[config.mk]
export PLATFORM = sky130hd
export DESIGN_NAME = prg_bank_sel
export DESIGN_NICKNAME = d
export VERILOG_FILES = /design/src/rtl/prg_bank_pkg.sv /design/src/rtl/prg_bank_regs.sv /design/src/rtl/prg_bank_calc.sv /design/src/rtl/prg_window_mux.sv /design/src/rtl/prg_bank_sel.sv
export SDC_FILE = /design/constraint.sdc
export NUM_CORES = 1
export LEC_CHECK = 0
export ABC_AREA = 1
export ABC_CLOCK_PERIOD_IN_PS = 2500
export BUFFER_PORTS_ARGS = -buffer_cell sky130_fd_sc_hd__buf_2
export CAP_MARGIN = 0
export CORE_ASPECT_RATIO = 0.75
export CORE_MARGIN = 10
export CORE_UTILIZATION = 59
export CTS_CLUSTER_SIZE = 25
export DETAILED_ROUTE_END_ITERATION = 7
export PLACE_DENSITY_LB_ADDON = 0.3
export SYNTH_ARGS = -nofsm -noshare
export SYNTH_HDL_FRONTEND = slang
export SYNTH_SLANG_ARGS = --single-unit
[constraint.sdc]
create_clock -name clk -period 2.5 [get_ports clk]
set_clock_uncertainty 0.15 [all_clocks]
set_input_delay 0.75 -clock clk [delete_from_list [all_inputs] [get_ports clk]]
set_output_delay 0.75 -clock clk [all_outputs]
set_load 0.05 [all_outputs]
[src/rtl/prg_bank_pkg.sv]
// Package: shared widths, mode encoding and the bit-reversal helper for the
// program ROM bank selector. Assumes 8-bit bank registers.
package prg_bank_pkg;
    localparam int BANK_W  = 8;
    localparam int NSLOT   = 4;
    localparam int SEL_W   = 3;
    localparam int PAGE_W  = 3;
    localparam int NBANK   = 4;
    localparam logic [SEL_W-1:0] SEL_CTRL = 3'd4;
    localparam logic [SEL_W-1:0] SEL_EXT  = 3'd5;

    typedef logic [BANK_W-1:0] bank_t;

    typedef enum logic [1:0] {
        MODE_32K    = 2'd0,
        MODE_16K    = 2'd1,
        MODE_8K     = 2'd2,
        MODE_8K_REV = 2'd3
    } prg_mode_e;

    // Reverse the order of the low seven bits.
    function automatic logic [6:0] rev7(input logic [6:0] v);
        logic [6:0] r;
        for (int i = 0; i < 7; i++) begin
            r[i] = v[6-i];
        end
        return r;
    endfunction
endpackage

[src/rtl/prg_bank_regs.sv]
// Module: register file of the bank selector. Holds four bank registers,
// the control register and the extension value. Assumes writes arrive as a
// single-cycle strobe; unused select codes are dropped.
module prg_bank_regs
    import prg_bank_pkg::*;
(
    input  logic                         clk,
    input  logic                         rst_n,
    input  logic                         wr_en,
    input  logic [SEL_W-1:0]             wr_sel,
    input  logic [BANK_W-1:0]            wr_data,
    output logic [NBANK-1:0][BANK_W-1:0] bank_q,
    output bank_t                        ctrl_q,
    output bank_t                        ext_q
);
    genvar g;
    generate
        for (g = 0; g < NBANK; g++) begin : g_bank
            // Store one bank register on a matching write.
            always_ff @(posedge clk) begin
                if (!rst_n)
                    bank_q[g] <= '0;
                else if (wr_en && wr_sel == SEL_W'(g))
                    bank_q[g] <= wr_data;
            end

            // a write to bank register g lands one edge later
            assert_bank_write_R2: assert property (@(posedge clk) disable iff (!rst_n)
                (wr_en && wr_sel == SEL_W'(g)) |=> (bank_q[g] == $past(wr_data)));
        end
    endgenerate

    // Store the control register and the extension value.
    always_ff @(posedge clk) begin
        if (!rst_n) begin
            ctrl_q <= '0;
            ext_q  <= '0;
        end else if (wr_en) begin
            if (wr_sel == SEL_CTRL) ctrl_q <= wr_data;
            if (wr_sel == SEL_EXT)  ext_q  <= wr_data;
        end
    end

    // reset leaves every register at zero
    assert_reset_clear_R1: assert property (@(posedge clk)
        !rst_n |=> (bank_q == '0 && ctrl_q == '0 && ext_q == '0));

    // no write, or an unused select code, leaves the registers unchanged
    assert_hold_R2: assert property (@(posedge clk) disable iff (!rst_n)
        (!wr_en || wr_sel > SEL_EXT) |=>
            ($stable(bank_q) && $stable(ctrl_q) && $stable(ext_q)));
endmodule

[src/rtl/prg_bank_calc.sv]
// Module: computes the four 8 KB slot pages and the 0x6000 window page
// from the registers, for all four modes. Purely combinational; clk and
// rst_n only time the checks.
module prg_bank_calc
    import prg_bank_pkg::*;
(
    input  logic                         clk,
    input  logic                         rst_n,
    input  logic [NBANK-1:0][BANK_W-1:0] bank_q,
    input  bank_t                        ctrl_q,
    input  bank_t                        ext_q,
    output logic [NSLOT-1:0][BANK_W-1:0] slot_bank,
    output bank_t                        win_bank
);
    prg_mode_e mode;
    bank_t     top_bank;
    bank_t     ext_sh1;
    bank_t     ext_sh2;
    bank_t     blk32;
    bank_t     blk16_lo;
    bank_t     blk16_hi;

    // Decode the mode and form the shared block numbers.
    always_comb begin
        mode     = prg_mode_e'(ctrl_q[1:0]);
        top_bank = ctrl_q[2] ? bank_q[3] : '1;
        ext_sh1  = ext_q >> 1;
        ext_sh2  = ext_q >> 2;
        blk32    = (top_bank & 8'h0F) | ext_sh2;
        blk16_lo = (bank_q[1] & 8'h1F) | ext_sh1;
        blk16_hi = (top_bank & 8'h1F) | ext_sh1;
    end

    genvar s;
    generate
        for (s = 0; s < NSLOT; s++) begin : g_slot
            bank_t src;
            bank_t blk16;
            // Pick the source value and mode-specific page for slot s.
            always_comb begin
                src   = (s == NSLOT-1) ? top_bank : bank_q[s];
                blk16 = (s < 2) ? blk16_lo : blk16_hi;
                case (mode)
                    MODE_32K:    slot_bank[s] = BANK_W'({blk32, 2'(s)});
                    MODE_16K:    slot_bank[s] = BANK_W'({blk16, 1'(s)});
                    MODE_8K:     slot_bank[s] = src | ext_q;
                    default:     slot_bank[s] = (bank_t'({1'b0, rev7(src[6:0])}) & 8'h3F) | ext_q;
                endcase
            end

            // in 32 KB mode the slot position forms the low page bits
            assert_slot_order_R4: assert property (@(posedge clk) disable iff (!rst_n)
                (mode == MODE_32K) |-> (slot_bank[s][1:0] == 2'(s)));

            // in the plain 8 KB mode every extension bit shows in the page
            assert_ext_or_R9: assert property (@(posedge clk) disable iff (!rst_n)
                (mode == MODE_8K) |-> ((slot_bank[s] & ext_q) == ext_q));
        end
    endgenerate

    // Form the 0x6000 window page from bank register 3.
    always_comb begin
        case (mode)
            MODE_32K: win_bank = ((BANK_W'(bank_q[3] << 2) + 8'd3) & 8'h3F) | ext_sh2;
            MODE_16K: win_bank = ((BANK_W'(bank_q[3] << 1) + 8'd1) & 8'h1F) | ext_sh1;
            MODE_8K:  win_bank = bank_q[3] | ext_q;
            default:  win_bank = (bank_t'({1'b0, rev7(bank_q[3][6:0])}) & 8'h3F) | ext_q;
        endcase
    end

    // a fixed top bank in plain 8 KB mode reads all ones
    assert_top_fixed_R8: assert property (@(posedge clk) disable iff (!rst_n)
        (mode == MODE_8K && !ctrl_q[2]) |-> (slot_bank[NSLOT-1] == '1));

    // with a switchable top, reversed mode maps 0xE000 like the window
    assert_rev_top_R7: assert property (@(posedge clk) disable iff (!rst_n)
        (mode == MODE_8K_REV && ctrl_q[2]) |-> (slot_bank[NSLOT-1] == win_bank));
endmodule

[src/rtl/prg_window_mux.sv]
// Module: address decode. Picks the window page or one slot page from the
// top three address bits. Assumes the banked range starts at 0x6000.
module prg_window_mux
    import prg_bank_pkg::*;
(
    input  logic                         clk,
    input  logic                         rst_n,
    input  logic [PAGE_W-1:0]            cpu_addr_top,
    input  logic [NSLOT-1:0][BANK_W-1:0] slot_bank,
    input  bank_t                        win_bank,
    output logic                         rom_sel,
    output bank_t                        rom_bank
);
    localparam logic [PAGE_W-1:0] WIN_PAGE = 3'd3;

    // Route the page for the current address.
    always_comb begin
        if (cpu_addr_top[PAGE_W-1]) begin
            rom_sel  = 1'b1;
            rom_bank = slot_bank[cpu_addr_top[PAGE_W-2:0]];
        end else if (cpu_addr_top == WIN_PAGE) begin
            rom_sel  = 1'b1;
            rom_bank = win_bank;
        end else begin
            rom_sel  = 1'b0;
            rom_bank = '0;
        end
    end

    // below the banked range the output is idle
    assert_outside_R3: assert property (@(posedge clk) disable iff (!rst_n)
        (cpu_addr_top < WIN_PAGE) |-> (!rom_sel && rom_bank == '0));
endmodule

[src/rtl/prg_bank_sel.sv]
// Module: top of the program ROM bank selector. Registers are written
// through a strobe; the page for the current address is combinational.
module prg_bank_sel
    import prg_bank_pkg::*;
(
    input  logic              clk,
    input  logic              rst_n,
    input  logic              wr_en,
    input  logic [SEL_W-1:0]  wr_sel,
    input  logic [BANK_W-1:0] wr_data,
    input  logic [PAGE_W-1:0] cpu_addr_top,
    output logic              rom_sel,
    output logic [BANK_W-1:0] rom_bank
);
    logic [NBANK-1:0][BANK_W-1:0] bank_q;
    logic [NSLOT-1:0][BANK_W-1:0] slot_bank;
    bank_t ctrl_q;
    bank_t ext_q;
    bank_t win_bank;

    prg_bank_regs u_regs (
        .clk(clk), .rst_n(rst_n), .wr_en(wr_en), .wr_sel(wr_sel),
        .wr_data(wr_data), .bank_q(bank_q), .ctrl_q(ctrl_q), .ext_q(ext_q)
    );

    prg_bank_calc u_calc (
        .clk(clk), .rst_n(rst_n), .bank_q(bank_q), .ctrl_q(ctrl_q),
        .ext_q(ext_q), .slot_bank(slot_bank), .win_bank(win_bank)
    );

    prg_window_mux u_mux (
        .clk(clk), .rst_n(rst_n), .cpu_addr_top(cpu_addr_top),
        .slot_bank(slot_bank), .win_bank(win_bank),
        .rom_sel(rom_sel), .rom_bank(rom_bank)
    );
endmodule

== Word-level counts from Yosys, hierarchy flattened ==
Cells that the tools add are included.

* Memories: 0
* Register bits: 43
* Output and inout bits: 9
* Bits in latches: 0
* RAM bits: 0
* Logic and storage cells: 52
* Bits in read-only memories: 0
* Input port bits: 17

* Magnitude comparators: 1
* Divide/modulo/power cells: 0
* Add/sub/neg operators: 2
* Reduce and logical (&&, ||, !) cells: 8
* Shift operators: 0
* Multipliers: 0
* Bitwise logic cells: 15
* Mux-type cells: 12
* Equal/unequal tests: 8

{| class="wikitable"
|+ Operators with widths
! operator !! number
|-
| 8-bit one-hot mux with 3 select lines || 5
|-
| 6-bit by 8-bit bitwise OR with 8-bit output || 5
|-
| 8-bit bitwise OR || 5
|-
| 8-bit 2-to-1 mux || 4
|-
| 5-bit by 7-bit bitwise OR with 7-bit output || 3
|-
| 8-bit binary-select mux with 2-bit select || 1
|-
| 3-bit by 2-bit == test with 1-bit output (second input constant) || 3
|-
| 6-bit by 2-bit adder with 6-bit output (second input constant) || 1
|-
| 3-bit == test (second input constant) || 2
|-
| 4-bit by 6-bit bitwise OR with 6-bit output || 1
|-
| 6-bit bitwise OR || 1
|-
| 5-bit by 1-bit adder with 5-bit output (second input constant) || 1
|-
| 1-bit logical AND || 4
|-
| 2-bit AND reduction || 2
|-
| 3-bit by 1-bit == test with 1-bit output (second input constant) || 1
|-
| 3-bit zero test || 1
|-
| 2-bit by 3-bit less-than comparator with 1-bit output (second input constant) || 1
|-
| 2-bit by 1-bit == test with 1-bit output (second input constant) || 1
|-
| 2-bit == test (second input constant) || 1
|-
| 2-bit zero test || 1
|-
| 1-bit 2-to-1 mux || 2
|}

== Depth between registers and ports, before layout ==
* Depth after elaboration: 6
* Mapped depth: 10

== Hierarchy ==
From an unflattened synthesis, not the netlist that was laid out.

* Cell total of the unflattened synthesis: 554
* Area total of the unflattened synthesis: 3274.4 µm²

{| class="wikitable"
|+ Modules (own cells, without submodules)
! module !! cells each !! area an instance (µm²) !! sequential area each (µm²) !! instances
|-
| prg_bank_regs || 281 || 1931.9 || 960.9 || 1
|-
| prg_bank_calc || 192 || 963.4 || 0.0 || 1
|-
| prg_window_mux || 81 || 379.1 || 0.0 || 1
|}

== Worst setup path before layout ==
No wires, ideal clock.

* Kind: input to output
* Start: input cpu_addr_top[1]
* End: output rom_bank[7]
* Stages on the path: 6
* Required time: 1.600 ns
* Arrival: 2.388 ns
* Setup slack: -0.788 ns
* Cell sequence: inv_1 -> buf_4 -> nor3_1 -> nor3_1 -> o21ai_0 -> a21boi_0

* Word-level cells in the longest chain between the ends: 3
* Elaborated cells between the ends (all ways): 5
* Classes of those cells: eq/ne (1); mux (4)

{| class="wikitable"
|+ RTL lines
! element !! RTL line !! text
|-
| from (decl) || prg_bank_sel.sv:11 || <nowiki>input logic [PAGE_W-1:0] cpu_addr_top,</nowiki>
|-
| 8-bit binary-select mux with 2-bit select / 3-bit by 2-bit == test with 1-bit output (equally long branches) || prg_window_mux.sv:20, prg_window_mux.sv:21 ||
|-
| 8-bit 2-to-1 mux, on equally long branches || prg_window_mux.sv:20, prg_window_mux.sv:21 ||
|-
| 8-bit 2-to-1 mux * || prg_window_mux.sv:18 || <nowiki>if (cpu_addr_top[PAGE_W-1]) begin</nowiki>
|-
| to (decl) || prg_bank_sel.sv:13 || <nowiki>output logic [BANK_W-1:0] rom_bank</nowiki>
|}

Mark *: on every way between the ends. The rest lies on a longest branch, timed or not. The select of a mux whose other input is x is not followed.

== Worst setup path in the final report ==
* Start: input cpu_addr_top[0]
* End: output rom_bank[4]

Same word-level chain as after synthesis.

==> flow_summary.toml <==
[timing]
setup_ws_ps = -319
rsz0062_at_grt = "yes"
min_period_ps = 2820
setup_violations = 8
hold_viol_final = 0
slew_headroom_pct = 58.8
worstMarginPinSlew_ps = 618
max_freq_ghz = 0.355
fin_crit_sh_pct = 113
slew_violations = 0

[cts]
cts-buffers-inserted = 5
cts-htree-levels = 2
clk_latency_ps = 300
root_buffer = "clkbuf_8"
clk_pin_slew_ps = 90
clk_path_buf_depth = 2
ctsHoldBuffers = 0
cts_tree = "built"
clock_sinks = 43

[placed_design]
gp_congestion = 1.04
numPortBuffers = 25
hpwl_um = 6630
pre_cts_slack_ps = -408

[hold_path]
hold_class = "reg -> reg"

[die]
start_util_pct = 62.5
boundaryPins = 26
rows = 20
design.core.area_mm2 = 0.00415
dieArea_mm2 = 0.00748
chipWidth_um = 96.6
die_y_um = 77.5

[routing]
routedWlPerCell_um = 18.7
post_drt_via_cell_ratio = 6.19
antenna_left = 0
vias = 3218
drc_errors = 0
drt_iter0_drc = 484
routed_wirelength_um = 9730
first_pass_iters = 5

[outcome]
violations = "setup timing"
status = "finished with violations"

[yosys]
synthCells = 408
yosys-top-cells-area = "dfxtp_1 (33%), o21ai_0 (14%), nand2_1 (11%)"
async_reset_ff_share_pct = 0
synth_most_common_cell = "nand2_1"
synth_area_mm2 = 0.00260
ys_ff_latch = 43
ys_seq_area_share_pct = 33.2
ys_top_cells_by_count = "nand2_1 (76), o21ai_0 (71), nor2_1 (60)"
synth_top_area_share_pct = 33.2
ys.flop_type = "dfxtp_1"
synth.distinct_cells = 31
avgSynthCellArea_um2 = 6.36
synth_edf_count = 0
syn_nets = 425
synth_area_leader_cell = "dfxtp_1"
ys_warn_count = 0

[worst_setup_path]
critPathLaunchType = "input port"
r2r_setup_slack_ps = 1400
cp_data_required_time_ps = 1600
crit_fanout = 5
critPathKind = "in -> out"
critPathArrivalTime_ps = 1920
cp-end-kind = "primary output"

[pwr]
p_leak_nw = 1.46
powerDensity_mw_per_mm2 = 486
finalPower_mw = 1.69
peakVddDrop_v = 0.000401

[global_route]
overflow = 0
antenna_found_initial = 0
grt_pass1_vias = 2794
grt_pass1_wl_um = 14400
track_usage_pct = 24.2
grt_max_degree = 44

[final_layout]
antenna_cells = 0
fin_nets = 481
area_delta_synth_final_pct = 33.6
layout-drive-gt1-share_pct = 27.7

[job]
maxCapViolations = 0
==> report_power, final <==
group          switching (mW)  internal (mW)  leakage, nW
Combinational           0.231          0.149         1.06
Clock                   0.271          0.301       0.0548
Sequential             0.0239          0.709        0.350
Total                   0.526           1.16         1.46
==> state kept, by name, summed over array words and instances (netlist names) <==
name           flops
u_regs.bank_q     32
u_regs.ctrl_q      3
u_regs.ext_q       8
==> metrics by stage <==
| stage | hold slack, ps | utilization (%) | TNS (ps) | cells | area [µm²] |
|---|---|---|---|---|---|
| after global placement | 314 | 71.7 | -2790 | 496 | 2980 |
| after global routing | 362 | 83.5 | -2360 | 520 | 3470 |
| after detailed placement | 321 | 71.7 | -2900 | 496 | 2980 |
| after floorplan | 279 | - | -87.6 | 408 | 2630 |
| final | 344 | 83.5 | -1970 | 520 | 3470 |
| after CTS | 338 | 78.6 | -1780 | 509 | 3270 |
==> cell type report <==
type | instances | area, µm²
flip-flops and latches | 43 | 863
fillers | 280 | 686
clock buffers | 5 | 68.8
clock inverters | 3 | 46.3
inverters | 42 | 171
repair buffers | 64 | 638
multi-input cells | 306 | 1600
repair inverters | 2 | 11.3
well taps | 55 | 68.8
==> worst paths after layout <==
path                                  start  cells after the start                             end
max reg2reg   u_regs.ctrl_q[0]$_SDFFE_PN0P_                      4   u_regs.ctrl_q[0]$_SDFFE_PN0P_
min reg2reg  u_regs.bank_q[11]$_SDFFE_PN0P_                      2  u_regs.bank_q[11]$_SDFFE_PN0P_
max                         cpu_addr_top[0]                     11                     rom_bank[4]
min          u_regs.bank_q[11]$_SDFFE_PN0P_                      2  u_regs.bank_q[11]$_SDFFE_PN0P_
==> repair_timing <==
item,4_1_cts,5_1_grt
endpoints found under the setup margin,8,8
buffers inserted,3,9
pin swaps,7,24
resized for setup,40,36
gates cloned,2,2
==> critical path, cell delays in order <==
cell     delay, ps
buf_12         110
buf_12         130
buf_12         120
nor2_4         170
nand2_1         80
nand3_1        100
nor2_1          70
nor2_2          90
nand2_2         70
nand2_2         70
buf_8          140
==> metal layers <==
layer | global-route usage, % | wire length, µm | vias up | share of wire [%]
li1 | - | - | 1464 | -
met1 | 34.1 | 3750 | 1425 | 39
met2 | 34.7 | 4120 | 288 | 42
met3 | 6.73 | 1510 | 41 | 15
met4 | 6.81 | 348 | 0 | 3.6
met5 | 0 | 0 | - | 0
==> cells in the final DEF, fill, tap and decap left out, types with 7 or more instances in the layout <==
cell and instances:
buf_2 15, dfxtp_1 41, buf_4 27, nand2_2 13
o21ai_0 64, buf_12 8, buf_8 7, a21oi_1 30
nand3_1 26, nor2_1 59, inv_1 37, nand2_1 61
==> kinds of logic (layout without fill, tap and decap cells) <==
| group | count (synthesis) | in the layout | share of synthesized area (%) |
|---|---|---|---|
| simple gates | 185 | 186 | 31.5 |
| compound gates | 120 | 120 | 24.9 |
| flops | 43 | 43 | 33.2 |
| buf+inv | 60 | 116 | 10.5 |
No activity file was read; power rests on OpenSTA's default activity.
